===== config.mk =====
export PLATFORM = sky130hd
export DESIGN_NAME = bat_opt_core
export DESIGN_NICKNAME = d
export VERILOG_FILES = /design/src/rtl/bat_pkg.sv /design/src/rtl/bat_lcg.sv /design/src/rtl/bat_state_ram.sv /design/src/rtl/bat_move.sv /design/src/rtl/bat_opt_core.sv
export SDC_FILE = /design/constraint.sdc
export NUM_CORES = 2
export LEC_CHECK = 0
export ABC_CLOCK_PERIOD_IN_PS = 16400
export BUFFER_PORTS_ARGS = -buffer_cell sky130_fd_sc_hd__buf_2
export CAP_MARGIN = 15
export CELL_PAD_IN_SITES_DETAIL_PLACEMENT = 1
export CELL_PAD_IN_SITES_GLOBAL_PLACEMENT = 2
export CORE_ASPECT_RATIO = 0.6
export CORE_MARGIN = 4
export CORE_UTILIZATION = 34
export DETAILED_ROUTE_END_ITERATION = 8
export PLACE_DENSITY_LB_ADDON = 0.3
export SYNTH_ARGS = -nofsm -noshare
export SYNTH_HDL_FRONTEND = slang
export SYNTH_SLANG_ARGS = --single-unit

===== constraint.sdc =====
create_clock -name clk -period 16.4 [get_ports clk]
set_input_delay 2.46 -clock clk [delete_from_list [all_inputs] [get_ports clk]]
set_output_delay 2.46 -clock clk [all_outputs]
set_load 0.01 [all_outputs]

===== src/rtl/bat_pkg.sv =====
package bat_pkg;

    localparam int WORD_W   = 16;
    localparam int FIT_W    = 30;
    localparam int MAG_MAX  = 32767;
    localparam int LCG_MUL  = 25173;
    localparam int LCG_ADD  = 13849;
    localparam int EPS_Q    = 29491;   // 0.9 in Q0.15
    localparam int DECAY_Q  = 31130;   // 0.95 in Q0.15
    localparam int LOUD0    = 32767;
    localparam int RATE0    = 16384;
    localparam int RATE_SH  = 3;

    typedef logic signed [WORD_W-1:0] q15_t;

    typedef struct packed {
        q15_t              pos;
        q15_t              vel;
        logic [WORD_W-1:0] loud;
        logic [WORD_W-1:0] rate;
    } agent_t;

    typedef enum logic [2:0] {
        PH_IDLE, PH_SCATTER, PH_MOVE, PH_PULSE, PH_JUDGE, PH_COMMIT
    } phase_e;

    function automatic q15_t sat16(input logic signed [31:0] v);
        if (v > 32'sd32767)       return 16'sd32767;
        else if (v < -32'sd32767) return -16'sd32767;
        else                      return v[15:0];
    endfunction

    function automatic logic signed [31:0] mulq(input logic signed [31:0] a,
                                                input logic signed [31:0] b);
        logic signed [63:0] p;
        p = 64'(a) * 64'(b);
        p = {{32{a[31]}}, a} * {{32{b[31]}}, b};
        return p[46:15];
    endfunction

    function automatic logic [FIT_W-1:0] fitness(input q15_t x);
        logic [14:0] m;
        m = x[15] ? 15'(-x) : x[14:0];
        return FIT_W'(m) * FIT_W'(m);
    endfunction

    function automatic q15_t sm_to_s(input logic [WORD_W-1:0] w);
        q15_t m;
        m = signed'({1'b0, w[14:0]});
        return w[15] ? -m : m;
    endfunction

    function automatic logic [WORD_W-1:0] s_to_sm(input q15_t s);
        return s[15] ? {1'b1, 15'(-s)} : {1'b0, s[14:0]};
    endfunction

    function automatic logic [WORD_W-1:0] lcg_next(input logic [WORD_W-1:0] s);
        logic [31:0] t;
        t = 32'(s) * 32'(LCG_MUL) + 32'(LCG_ADD);
        return t[15:0];
    endfunction

endpackage


===== src/rtl/bat_lcg.sv =====
module bat_lcg
    import bat_pkg::*;
(
    input  logic              clk,
    input  logic              rst,
    input  logic              load,
    input  logic [WORD_W-1:0] seed,
    input  logic              adv,
    output logic [WORD_W-1:0] draw
);
    logic [WORD_W-1:0] state_q;

    assign draw = lcg_next(state_q);

    always_ff @(posedge clk) begin
        if (rst)       state_q <= '0;
        else if (load) state_q <= seed;
        else if (adv)  state_q <= draw;
    end
endmodule


===== src/rtl/bat_state_ram.sv =====
module bat_state_ram
    import bat_pkg::*;
#(
    parameter int DEPTH  = 20,
    localparam int ADDR_W = $clog2(DEPTH)
)(
    input  logic              clk,
    input  logic              we,
    input  logic [ADDR_W-1:0] waddr,
    input  agent_t            wdata,
    input  logic [ADDR_W-1:0] raddr,
    output agent_t            rdata
);
    agent_t mem [DEPTH];

    always_ff @(posedge clk) begin
        if (we) mem[waddr] <= wdata;
    end

    assign rdata = mem[raddr];
endmodule


===== src/rtl/bat_move.sv =====
module bat_move
    import bat_pkg::*;
(
    input  agent_t            cur,
    input  q15_t              best,
    input  logic [WORD_W-1:0] freq_draw,
    input  logic [WORD_W-1:0] pulse_draw,
    output q15_t              vel_new,
    output q15_t              glob_cand,
    output q15_t              loc_cand
);
    logic signed [31:0] diff, kick, step;

    always_comb begin
        diff      = 32'(cur.pos) - 32'(best);
        kick      = mulq(diff, 32'({1'b0, freq_draw[15:1]}));
        vel_new   = sat16(32'(cur.vel) + kick);
        glob_cand = sat16(32'(cur.pos) + 32'(vel_new));
        step      = mulq(32'(EPS_Q), 32'(cur.loud));
        loc_cand  = pulse_draw[0] ? sat16(32'(best) - step)
                                  : sat16(32'(best) + step);
    end
endmodule


===== src/rtl/bat_opt_core.sv =====
module bat_opt_core
    import bat_pkg::*;
#(
    parameter int NUM_BATS = 20,
    parameter int ITER_W   = 16
)(
    input  logic              clk,
    input  logic              rst,
    input  logic              start_i,
    input  logic [WORD_W-1:0] seed_i,
    input  logic [ITER_W-1:0] limit_i,
    output logic              done_o,
    output logic [WORD_W-1:0] gbest_o,
    output logic [ITER_W-1:0] iter_o
);
    localparam int IDX_W = $clog2(NUM_BATS);
    localparam logic [IDX_W-1:0] LAST = IDX_W'(NUM_BATS - 1);

    phase_e            phase_q;
    logic [IDX_W-1:0]  idx_q;
    logic [ITER_W-1:0] iter_q, lim_q;
    logic              first_q, done_q;
    q15_t              gbest_q, pbest_q, vel_q, cand_q;
    logic [FIT_W-1:0]  gfit_q, pfit_q;

    logic              busy;
    logic [WORD_W-1:0] draw;
    logic              rng_adv;
    agent_t            cur, wdata;
    logic              we;
    q15_t              vel_new, glob_cand, loc_cand, seed_pos;
    logic              take_local, accept;
    logic [FIT_W-1:0]  cand_fit;
    logic [ITER_W-1:0] next_iter;

    assign busy = (phase_q != PH_IDLE);

    bat_lcg rng_i (
        .clk(clk), .rst(rst), .load(start_i && !busy), .seed(seed_i),
        .adv(rng_adv), .draw(draw)
    );

    bat_state_ram #(.DEPTH(NUM_BATS)) ram_i (
        .clk(clk), .we(we), .waddr(idx_q), .wdata(wdata),
        .raddr(idx_q), .rdata(cur)
    );

    bat_move move_i (
        .cur(cur), .best(gbest_q), .freq_draw(draw), .pulse_draw(draw),
        .vel_new(vel_new), .glob_cand(glob_cand), .loc_cand(loc_cand)
    );

    always_comb begin
        rng_adv    = (phase_q == PH_SCATTER) || (phase_q == PH_MOVE) ||
                     (phase_q == PH_PULSE)   || (phase_q == PH_JUDGE);
        seed_pos   = sm_to_s(draw);
        take_local = {1'b0, draw[15:1]} > cur.rate;
        cand_fit   = fitness(cand_q);
        accept     = ({1'b0, draw[15:1]} < cur.loud) && (cand_fit < gfit_q);
        next_iter  = first_q ? iter_q : iter_q + 1'b1;
        we         = 1'b0;
        wdata      = cur;
        if (phase_q == PH_SCATTER) begin
            we    = 1'b1;
            wdata = '{pos: seed_pos, vel: '0, loud: WORD_W'(LOUD0), rate: WORD_W'(RATE0)};
        end else if (phase_q == PH_JUDGE) begin
            we        = 1'b1;
            wdata.vel = vel_q;
            if (accept) begin
                wdata.pos  = cand_q;
                wdata.loud = WORD_W'(mulq(32'(DECAY_Q), 32'(cur.loud)));
                wdata.rate = cur.rate + ((WORD_W'(MAG_MAX) - cur.rate) >> RATE_SH);
            end
        end
    end

    always_ff @(posedge clk) begin
        if (rst) begin
            phase_q <= PH_IDLE;
            idx_q   <= '0;
            iter_q  <= '0;
            lim_q   <= '0;
            first_q <= 1'b0;
            done_q  <= 1'b0;
            gbest_q <= '0;
            gfit_q  <= '0;
            pbest_q <= '0;
            pfit_q  <= '0;
            vel_q   <= '0;
            cand_q  <= '0;
        end else begin
            done_q <= 1'b0;
            unique case (phase_q)
                PH_IDLE: if (start_i) begin
                    phase_q <= PH_SCATTER;
                    idx_q   <= '0;
                    iter_q  <= '0;
                    lim_q   <= limit_i;
                    first_q <= 1'b1;
                    gbest_q <= 16'sd32767;
                    pfit_q  <= '1;
                end
                PH_SCATTER: begin
                    if (fitness(seed_pos) < pfit_q) begin
                        pbest_q <= seed_pos;
                        pfit_q  <= fitness(seed_pos);
                    end
                    if (idx_q == LAST) phase_q <= PH_COMMIT;
                    else               idx_q   <= idx_q + 1'b1;
                end
                PH_MOVE: begin
                    vel_q   <= vel_new;
                    cand_q  <= glob_cand;
                    phase_q <= PH_PULSE;
                end
                PH_PULSE: begin
                    if (take_local) cand_q <= loc_cand;
                    phase_q <= PH_JUDGE;
                end
                PH_JUDGE: begin
                    if (accept && cand_fit < pfit_q) begin
                        pbest_q <= cand_q;
                        pfit_q  <= cand_fit;
                    end
                    if (idx_q == LAST) phase_q <= PH_COMMIT;
                    else begin
                        idx_q   <= idx_q + 1'b1;
                        phase_q <= PH_MOVE;
                    end
                end
                PH_COMMIT: begin
                    gbest_q <= pbest_q;
                    gfit_q  <= pfit_q;
                    iter_q  <= next_iter;
                    first_q <= 1'b0;
                    idx_q   <= '0;
                    if (next_iter >= lim_q) begin
                        phase_q <= PH_IDLE;
                        done_q  <= 1'b1;
                    end else begin
                        phase_q <= PH_MOVE;
                    end
                end
                default: phase_q <= PH_IDLE;
            endcase
        end
    end

    assign done_o  = done_q;
    assign gbest_o = s_to_sm(gbest_q);
    assign iter_o  = iter_q;
endmodule


Word level (Yosys, flattened, before mapping). Memory sizes are Yosys's and may differ from the RTL's. A register that Yosys moved wholly into a read port is not among the register bits. Cells that the tools add are included. Widths: inputs -> output; s select.

Register bits after elaboration: 182. Memory bits (writable): 1280. Bits of input ports: 35. Output and inout port bits: 33. Word-level logic and storage cells: 135. Memories kept: 1.

Add/sub/neg operators: 14. $mul: 6. Order comparisons: 14. Eq/ne operators: 12. Mux-type cells: 50. Bitwise logic cells: 1. Reduce and logical (&&, ||, !) cells: 24.

Memories: ram_i.mem (depth 20, width 64, rd ports 1, clocked after memory_dff 1, write ports 1, RTL line bat_state_ram.sv:14) `agent_t mem [DEPTH];`.

Operator list (number): $mux 16 (20); $gt 32x16->1 const B (4); $lt 32x16->1 const B (4); $mux 64 (2); $pmux 16 s2 (4); $lt 30x30->1 (3); $mux 30 (3); $pmux 30 s3 (1); $mul 15x15->30 (2); $neg 15->15 (3); $mul 17x16->33 (1); $add 16x32->32 (1); $mux 32 (1); $mul 15x16->31 const A (1); $mul 14x16->30 const A (1); $mux 15 (2); $mux 5 (4); $add 16x17->18 (1); $pmux 3 s6 (1); $sub 16x17->18 (1); $add 16x16->17 (1); $sub 16x16->17 (1); $add 16x1->16 const B (1); $add 16x13->16 (1); other kinds (30) (57).

Logic depth before layout (Yosys ltp).
Depth in word-level cells: 12. Gate-level depth with buffers: 78. Depth with buffers taken out: 71.

Modules after synthesis. A second synthesis with hierarchy kept.

Cells, all modules: 8588. Area total of the unflattened synthesis: 99873.3 um^2.

Modules (own cells, without submodules): bat_state_ram (instances 1, cells each 2618, area an instance 49154.6 um^2, seq. area each 38436.9 um^2); bat_opt_core (instances 1, cells each 3441, area an instance 28723.8 um^2, seq. area each 3323.2 um^2); bat_move (instances 1, cells each 2246, area an instance 19318.5 um^2, seq. area each 0.0 um^2); bat_lcg (instances 1, cells each 283, area an instance 2676.3 um^2, seq. area each 320.3 um^2).

Worst setup path before layout. No wires, ideal clock.

Path kind: register to register. From: reg with a tool-made name. To: reg cand_q[1]. Arrival: 16.195 ns. Path slack: 0.088 ns. Stages on the path, launching flop included: 76. Period minus slack after synthesis: 16.312 ns. Path through: dfxtp_1 > buf_2 > buf_4 > buf_4 > buf_2 > buf_2 > buf_2 > buf_1 > mux4_2 > mux2_2 > inv_1 > ha_1 > inv_1 > fa_1 > a21o_1 > a21oi_1 > o21ai_0 > a21oi_1 > [40 not listed] > o21a_1 > o21ai_1 > clkbuf_1 > nor2_1 > ha_1 > a21o_1 > a21oi_1 > o21ai_0 > a21oi_1 > o21ai_0 > a211oi_1 > o31ai_1 > a21oi_1 > xor2_1 > o21ai_0 > nand2_1 > nand2_1 > a22o_1.

RTL lines: to (signal assigned) (RTL line bat_opt_core.sv:113) `cand_q <= glob_cand;`; to (signal assigned) (RTL line bat_opt_core.sv:117) `if (take_local) cand_q <= loc_cand;`; to (decl) (RTL line bat_opt_core.sv:23) `q15_t gbest_q, pbest_q, vel_q, cand_q;`.

Worst setup path in the final report.
From: reg rng_i.state_q[6]. To: reg cand_q[10].

Longest elaborated chain between the ends: 12.

Ends and longest elaborated chain: from (decl) (RTL line bat_lcg.sv:11) `logic [WORD_W-1:0] state_q;`; from (signal assigned) (RTL line bat_lcg.sv:18) `else if (adv) state_q <= draw;`; $mul 16x15->16 * (RTL line bat_pkg.sv:59) `t = 32'(s) * 32'(LCG_MUL) + 32'(LCG_ADD);`; $add 16x14->16 * (RTL line bat_pkg.sv:59); $mul 17x16->33 * (RTL line bat_pkg.sv:37) `p = {{32{a[31]}}, a} * {{32{b[31]}}, b};`; $add 16x32->32 * (RTL line bat_move.sv:17) `vel_new = sat16(32'(cur.vel) + kick);`; $lt 32x16->1 (RTL line bat_pkg.sv:29) `else if (v < -32'sd32767) return -16'sd32767;`; $mux 16 (RTL line bat_pkg.sv:29); $mux 16 * (RTL line bat_pkg.sv:28) `if (v > 32'sd32767) return 16'sd32767;`; net move_i.vel_new[1] (RTL line bat_move.sv:8) `output q15_t vel_new,`; $add 16x16->17 * (RTL line bat_move.sv:18) `glob_cand = sat16(32'(cur.pos) + 32'(vel_new));`; $lt 32x16->1 (RTL line bat_pkg.sv:29); $mux 16 (RTL line bat_pkg.sv:29); $mux 16 * (RTL line bat_pkg.sv:28); $pmux 16 s2 * (RTL line bat_opt_core.sv:93) `unique case (phase_q)`.

The timed path passes the listed nets; every way through them passes the cells marked *. A chain may end at the register's enable or synchronous reset.

==> results.toml <==
[global_routing]
first_global_vias = 65000
grt_pass1_wl_mm = 452
grt_start_max_net_pins = 111
antenna_found_initial = 16
track_usage_pct = 20.7
grt-ovfl-total = 0

[synthesis]
synth_edf_count = 1280
synth_seq_cells = 1467
synthArstFlopShare_pct = 0
syn_area_um2 = 96800
synthFlopType = "edfxtp_1"
syn_nets = 9038
synth_cell_type_count = 92
synth_cells = 7544
synth_warnings = 0
syn_area_per_cell_um2 = 12.8
yosysSeqAreaShare_pct = 43.6

[layout]
syn2layout_area_growth_pct = 11.7
top_regs = "ram_i.mem (1280), gfit_q (30), pfit_q (30)"
nets = 9242
largest_reg_flops = 1280
fin_area_um2 = 108000
largest-register = "ram_i.mem"
final_layout_size_suffix_gt1_share_pct = 15.1

[sta]
whs_ns = 0.457
slew_headroom_pct = 16.5
hold_violations = 0
fin_ws_ns = 0.677
period_share_pct = 95.9
fin_skew_ns = 0.0768
maxSlewViolCount = 0
tightest_slew_ns = 1.24
fmax_mhz = 63.6
fin_crit_ns = 15.72
report.final.setup_viol = 0

[cts]
clk_pin_slew_ns = 0.07
ctsLongestPathBuffers = 4
cts_made_buffers = 148
root_buffer = "clkbuf_16"
cts_sinks = 1467
cts_tree = "built"
cts_max_level = 4
cts_hold_buffers = 0
clk_latency_ns = 0.81

[route]
vias = 62400
via_per_inst = 5.38
wire_per_inst_um = 26.4
drt_iter0_drc = 6028
post-route-drc-count = 0
routed_wl_mm = 307
firstDrtPassIters = 5
drtAntennaViolNets = 0

[flow_run]
cap_violations = 0

[worst_setup_path]
worst_setup_path_end_kind = "register"
worstPathMaxFanout = 12
worst_path_largest_cell_delay_ns = 0.57
critPathArrivalTime_ns = 16.41
worstPathRequired_ns = 17.09
slowest_stage = "fa_1"
path_common_cell = "fa_1"
worst_setup_path_start_kind = "register"
critPathKind = "register to register"

[placement]
portBuffers = 67
post-place-ws_ns = -0.395
place_area_um2 = 103000
routabilityCongestion = 0.883
dp_hpwl_mm = 221

[outcome]
status = "complete, no violations"

[die]
dieArea_um2 = 294000
rows = 151
initial_core_util_pct = 34.2
fp.coreArea_um2 = 283000
die_y_um = 421
pin_count = 68
die_x_um = 697

[worst_hold_path]
hold_path.class = "register to register"
[cells in the mapped netlist, types with 12 or more instances]
| cell type | n | area share (%) |
|---|---|---|
| a211o_1 | 16 | 0.14 |
| a211oi_1 | 46 | 0.36 |
| a21boi_0 | 21 | 0.16 |
| a21o_1 | 122 | 0.95 |
| a21oi_1 | 279 | 1.4 |
| a221oi_1 | 28 | 0.25 |
| a22oi_1 | 20 | 0.16 |
| a311oi_1 | 28 | 0.25 |
| a31oi_1 | 26 | 0.17 |
| and2_1 | 69 | 0.45 |
| and3_1 | 37 | 0.24 |
| buf_1 | 43 | 0.17 |
| buf_2 | 21 | 0.11 |
| clkbuf_1 | 240 | 0.93 |
| dfxtp_1 | 187 | 3.9 |
| edfxtp_1 | 1280 | 40 |
| fa_1 | 718 | 15 |
| ha_1 | 741 | 9.6 |
| inv_1 | 992 | 3.8 |
| mux2_2 | 59 | 0.69 |
| mux2i_1 | 31 | 0.32 |
| mux4_2 | 384 | 8.9 |
| nand2_1 | 511 | 2.0 |
| nand2b_1 | 55 | 0.36 |
| nand3_1 | 72 | 0.37 |
| nand4_1 | 30 | 0.19 |
| nor2_1 | 499 | 1.9 |
| nor2b_1 | 56 | 0.36 |
| nor3_1 | 71 | 0.37 |
| nor4_1 | 15 | 0.097 |
| o211ai_1 | 40 | 0.31 |
| o21a_1 | 43 | 0.33 |
| o21ai_0 | 165 | 0.85 |
| o21bai_1 | 24 | 0.19 |
| o221ai_1 | 12 | 0.11 |
| o311ai_0 | 18 | 0.16 |
| o31a_1 | 12 | 0.11 |
| o31ai_1 | 22 | 0.17 |
| or2_2 | 43 | 0.28 |
| or3_1 | 21 | 0.14 |
| xnor2_1 | 185 | 1.7 |
| xor2_1 | 86 | 0.78 |
[repair_timing]
action                                  4_1_cts  5_1_grt
setup buffers                                 0       13
endpoints found under the setup margin       15       62
gates resized for setup                       9       63
pin swaps                                     0       13
gates cloned                                  0        2
[layout by cell type (no fill, tap or decap), drive strengths merged, types with 15 or more instances in the layout]
cell | netlist | layout
nand2 | 511 | 511
buf | 68 | 355
a21oi | 279 | 279
ha | 741 | 741
mux2 | 59 | 59
clkinv | 3 | 55
or3 | 21 | 21
a211o | 16 | 16
nor3 | 72 | 72
xnor2 | 186 | 186
o21a | 43 | 43
o311ai | 20 | 21
a21boi | 21 | 21
nor2b | 56 | 56
xor2 | 87 | 87
nand2b | 55 | 55
inv | 997 | 1005
and3 | 37 | 37
or2 | 43 | 43
nand3 | 72 | 72
clkbuf | 240 | 191
nor4 | 15 | 15
o21bai | 24 | 24
nand4 | 30 | 30
a22oi | 20 | 20
and2 | 70 | 70
nor2 | 500 | 500
fa | 718 | 718
o211ai | 41 | 41
edfxtp | 1280 | 1280
mux2i | 31 | 31
a21o | 122 | 122
a31oi | 26 | 26
a211oi | 46 | 46
a311oi | 28 | 28
o21ai | 169 | 169
o31ai | 22 | 22
dfxtp | 187 | 187
mux4 | 384 | 384
a221oi | 29 | 29
[final cells by class]
type | count | area (um2)
flip-flops and latches | 1467 | 42200
fillers | 29600 | 175000
well taps | 3748 | 4690
inverters | 1000 | 3770
multi-input cells | 4770 | 50300
repair buffers | 361 | 2710
diodes | 5 | 12.5
clock inverters | 70 | 510
clock buffers | 185 | 3960
[routing by layer]
layer / global-route usage [%] / part of all wire (%) / vias to the layer above
met1: 34.1 / 51 / 33100
li1: - / - / 27200
met2: 28.8 / 41 / 1852
met4: 2.35 / 1.1 / 0
met3: 3.48 / 6.7 / 225
met5: 0 / 0 / -
[critical path, delay by kind of cell (launching register included)]
family | cells | cell delay, ns
buffers and inverters | 8 | 0.58
AOI/OAI and AO/OA | 26 | 5.63
DFF | 1 | 0.44
adders and majority gates | 16 | 6.75
and+or+nand+nor | 11 | 1.77
xor gates and xnor gates | 2 | 0.44
[through the flow]
step	cells	TNS [ns]	util (%)
after CTS	11600	0	38.0
after global placement	11300	-0.122	36.4
after global routing	11600	-0.0582	38.2
after floorplan	7544	0	-
after detailed placement	11300	-3.91	36.4
final	11600	0	38.2
[worst paths after layout]
check | start | to | slack [ns] | cells past startpoint
setup / recovery | rng_i.state_q[6] | cand_q[10] | 0.68 | 63
hold / removal | gfit_q[28] | gfit_q[28] | 0.46 | 2
setup reg to reg | rng_i.state_q[6] | cand_q[10] | 0.68 | 63
hold reg to reg | gfit_q[28] | gfit_q[28] | 0.46 | 2
[cell families (layout without fill, tap and decap cells)]
group / Yosys count / count (layout) / share of synthesized area, %
DFF: 1467 / 1467 / 43.6
adders and majority gates: 1460 / 1460 / 24.4
buffers and inverters: 1308 / 1616 / 5.11
AOI/OAI and AO/OA: 1029 / 1030 / 7.16
and+or+nand+nor: 1531 / 1531 / 7.22
other: 0 / 5 / 0
muxes: 474 / 474 / 9.94
xor gates and xnor gates: 275 / 275 / 2.54
Power is left out: the tool's default activity adds up to more than one toggle a clock period on the data nets, which glitch-free logic cannot reach.
